[config.mk]
export PLATFORM = sky130hd
export DESIGN_NAME = tagged_ram
export DESIGN_NICKNAME = d
export VERILOG_FILES = /design/src/rtl/tagged_ram.sv
export SDC_FILE = /design/constraint.sdc
export NUM_CORES = 1
export LEC_CHECK = 0
export BUFFER_PORTS_ARGS = -buffer_cell sky130_fd_sc_hd__buf_2
export CAP_MARGIN = 5
export CORE_MARGIN = 2
export CORE_UTILIZATION = 31
export DETAILED_ROUTE_END_ITERATION = 12
export GPL_TIMING_DRIVEN = 0
export PLACE_DENSITY_LB_ADDON = 0.3
export RECOVER_POWER = 25
export SYNTH_ARGS = -nofsm -noshare
export SYNTH_HDL_FRONTEND = slang
export SYNTH_SLANG_ARGS = --single-unit
[constraint.sdc]
create_clock -name clk -period 3.7 [get_ports clk]
set_clock_uncertainty 0.15 [all_clocks]
set_input_delay 0 -clock clk [delete_from_list [all_inputs] [get_ports clk]]
set_output_delay 0 -clock clk [all_outputs]
set_load 0.05 [all_outputs]
[src/rtl/tagged_ram.sv]
module tagged_ram #(
  parameter int DEPTH = 64,
  localparam int AW = $clog2(DEPTH)
) (
  input  logic          clk,
  input  logic          rst_n,
  input  logic [2:0]    cmd_op,
  input  logic [AW:0]   cmd_addr,
  input  logic          wr_en,
  input  logic [AW-1:0] wr_addr,
  input  logic [15:0]   wr_data,
  output logic [15:0]   rd_data,
  output logic          tag
);

  localparam logic [2:0] OP_RDW  = 3'd1;
  localparam logic [2:0] OP_RDB  = 3'd2;
  localparam logic [2:0] OP_SETW = 3'd3;
  localparam logic [2:0] OP_CLRW = 3'd4;
  localparam logic [2:0] OP_SETB = 3'd5;
  localparam logic [2:0] OP_CLRB = 3'd6;

  logic [15:0]      mem [DEPTH];
  logic [DEPTH-1:0] flags;

  wire [AW-1:0] byte_word = cmd_addr[AW:1];
  wire          word_form = (cmd_op == OP_SETW) || (cmd_op == OP_CLRW);
  wire          byte_form = (cmd_op == OP_SETB) || (cmd_op == OP_CLRB);
  wire          flag_wr   = word_form || byte_form;
  wire          flag_val  = (cmd_op == OP_SETW) || (cmd_op == OP_SETB);
  wire [AW-1:0] flag_idx  = word_form ? cmd_addr[AW-1:0] : byte_word;
  wire          is_read   = (cmd_op == OP_RDW) || (cmd_op == OP_RDB);

  wire [15:0] word_q = mem[byte_word];
  wire [7:0]  byte_q = cmd_addr[0] ? word_q[7:0] : word_q[15:8];
  wire [15:0] rd_next = (cmd_op == OP_RDB) ? {8'h00, byte_q} : word_q;

  always_ff @(posedge clk) begin
    if (wr_en) mem[wr_addr] <= wr_data;
  end

  always_ff @(posedge clk or negedge rst_n) begin
    if (!rst_n)       flags <= '0;
    else if (flag_wr) flags[flag_idx] <= flag_val;
  end

  always_ff @(posedge clk or negedge rst_n) begin
    if (!rst_n) begin
      rd_data <= '0;
      tag     <= 1'b0;
    end else if (is_read) begin
      rd_data <= rd_next;
      tag     <= flags[byte_word];
    end
  end

endmodule


==> flow_summary.yaml <==
power:
  ir_drop_mv: 0.421
  p_leak_nw: 17.2
  totalPowerFinal_mw: 27.1
  p_per_area_nw_per_um2: 521
synth:
  synth_simple_gate_area_frac: 0.0393
  synth_top_family_by_area: "multiplexers"
  synth_compound_area_frac: 0.0331
  synthCells: 2286
  synth_top_area_share: 0.699
  synth_fa_ha_area_frac: 0
  synthArstFlopShare: 0.0733
  synth-main-ff-cell: "edfxtp_1"
  synth_area_leader_cell: "edfxtp_1"
  synth_edf_count: 1024
  ys_ff_latch: 1105
  muxShareOfSynthArea: 0.165
  netlist_area_um2: 44000
  syn_area_per_cell_um2: 19.2
  synth_xor_area_frac: 0
  synth.area.top_cells: "edfxtp_1, mux4_2, dfrtp_1, mux2i_1, nand2_1"
  ys_warn_count: 0
  syn-num-nets: 2321
  yosysSeqAreaShare: 0.745
  synth_cell_types: 62
global_route:
  grt_max_degree: 65
  antenna_found_initial: 8
  grt_usage: 0.183
  grt_pass1_vias: 24100
  grt_pass1_wl_um: 187000
  grt_overflow_total: 0
sta:
  rsz0062_at_grt: "no"
  setup_ws_ns: 0.237
  setup_viol: 0
  worstMarginPinSlew_ns: 3.36
  finalMaxSlewViolations: 562
  finalHoldViolCount: 0
  fin_crit_sh: 0.936
  hold_ws_ns: 0.0770
  finalSetupTns_ns: 0
  timing.fmax_mhz: 289
  slew_headroom: -1.24
  post-route-min-period_ns: 3.46
placement:
  hpwl_um: 93000
  placement.io_buffers: 43
  place_ws_ns: -0.260
  routabilityCongestion: 0.945
detailed_routing:
  vias: 24000
  routed_wl_um: 134000
  routedWlPerCell_um: 29.7
  drc: 0
  drtAntennaViolNets: 0
  vias_per_cell: 5.31
  dr.pass1.iters: 6
  drt_iter0_drc: 3095
worst_setup_path:
  crit_required_ns: 4.20
  critical-path-top-delay-family: "buffers and inverters"
  cp.arrival_ns: 3.96
  crit_type: "primary input to register"
  timing.critical_path.buf_inv: 4
  cp-start-kind: "primary input"
  critPathSlowestCell: "nor2_1"
  cp_cell_sequence: "buf_2, buf_1, inv_1, nor2_1, clkbuf_1, nand3_1, a31oi_1, a221oi_1, o21ai_1"
  end_kind: "register"
  critPathMaxFanout: 10
  slowest_delay_ns: 1.12
final_layout:
  drive_gt1_frac: 0.237
  syn2layout_area_growth_pct: 18.2
  multi_input_area_um2: 10600
  seqCellArea_um2: 32800
  fillerInstances: 13000
  nNetsFinal: 2581
floorplanning:
  initial_utilization: 0.311
  die_area_um2: 145000
  die_w_um: 381
  num_io_pins: 52
  die_h_um: 381
  fp.coreArea_um2: 141000
  num_rows: 138
clocking:
  cts.sinks: 1105
  postCtsSetupRepairBufs: 0
  cts_tree: "built"
  clk_pin_slew_ns: 0.06
  clockBufferDepth: 3
  numCtsBuffers: 111
  post_cts_resized: 0
  h-tree-depth: 3
  insertion_delay_ns: 0.73
  root_buffer: "clkbuf_16"
outcome:
  status: "complete, but fails checks"
  violations: "capacitance limit, slew limit"
flow_run:
  maxCapViolations: 10
worst_hold_path:
  hold_path_class: "primary input to register"
-- cells in the mapped netlist (all sizes together) (15+ instances only) --
cell	number
buf	81
nand3	47
o21ai	23
nand2	160
edfxtp	1024
clkbuf	47
mux2	83
a21oi	22
nor3	17
a22o	20
mux4	193
dfrtp	81
nor2b	15
mux2i	192
nor2	86
a22oi	71
-- layout make-up --
cell class,instances,share of cell area
diodes,2,0.0000963
plain buffers,128,0.0143
clock buffers,133,0.0554
clock inverters,67,0.0143
inverters,5,0.000361
multi-input cells,1048,0.204
flip-flops and latches,1105,0.630
well taps,1890,0.0455
repair buffers,147,0.0355
-- flip-flops by register name (all words and copies together) (netlist names) --
| signal | flops |
|---|---|
| mem | 1024 |
| flags | 64 |
| rd_data | 16 |
| tag | 1 |
-- report_power, final --
part | internal [mW] | switching (mW) | leakage (nW)
Clock | 6.52 | 4.80 | 1.76
Combinational | 0.592 | 1.28 | 5.16
Sequential | 13.8 | 0.0775 | 10.3
Total | 21.0 | 6.16 | 17.2
-- path summary, 6_finish.rpt --
| kind | from | endpoint | slack (ns) | cells past startpoint |
|---|---|---|---|---|
| worst max-delay path | cmd_addr[3] | rd_data[7]$_DFFE_PN0P_ | 0.24 | 9 |
| worst min-delay path | wr_addr[3] | mem[59][15]$_DFFE_PP_ | 0.08 | 3 |
| worst max register to register | mem[1][14]$_DFFE_PP_ | rd_data[6]$_DFFE_PN0P_ | 0.87 | 6 |
| worst min register to register | flags[56]$_DFFE_PN0P_ | flags[56]$_DFFE_PN0P_ | 0.34 | 1 |
| max in group asynchronous | rst_n | flags[9]$_DFFE_PN0P_ | 2.20 | 4 |
| min in group asynchronous | rst_n | rd_data[9]$_DFFE_PN0P_ | 0.38 | 3 |
-- per-layer routing --
metal,up-vias,routed length [um],share of wire,GRT usage
met5,-,217,0.0016,0.00860
met3,284,12700,0.094,0.0475
li1,9805,-,-,-
met4,8,6460,0.048,0.0822
met2,1246,62800,0.47,0.294
met1,12700,52300,0.39,0.232
-- per-stage QoR --
| step | util | area [um2] | std cells |
|---|---|---|---|
| detailed placement | 0.340 | 48000 | 4286 |
| floorplan | - | 44000 | 2286 |
| global route | 0.368 | 52000 | 4523 |
| finish | 0.368 | 52000 | 4525 |
| global placement | 0.330 | 46600 | 4219 |
| CTS | 0.368 | 51900 | 4513 |
-- kinds of logic after synthesis --
kind of cell | Yosys count
AOI/OAI and AO/OA | 200
buffers and inverters | 133
DFF | 1105
muxes | 468
and+or+nand+nor | 380
-- timing repair --
action	CTS	global route
hold buffers	27	8
endpoints found under the setup margin	0	0
hold endpoints to repair	617	495
-- worst register-to-register path, delay by kind of cell, from the launching register on --
kind / cells / cell delay, ns
multiplexers: 2 / 1.07
flip-flops: 1 / 0.38
AND/OR/NAND/NOR: 1 / 0.36
AO/OA/AOI/OAI: 3 / 0.74
-- cell usage in the layout, fill, tap and decap left out, types with 47 or more instances in the layout --
master,synthesis,routed
mux4_2,176,176
nor2_2,3,65
mux2_1,48,48
edfxtp_1,1024,1024
clkbuf_16,0,112
dfrtp_1,81,81
mux2i_1,192,192
buf_2,27,60
nand3_1,47,47
nand2_1,160,160
clkbuf_1,47,76
a22oi_1,71,71
Power figures use the tool's default switching activity.
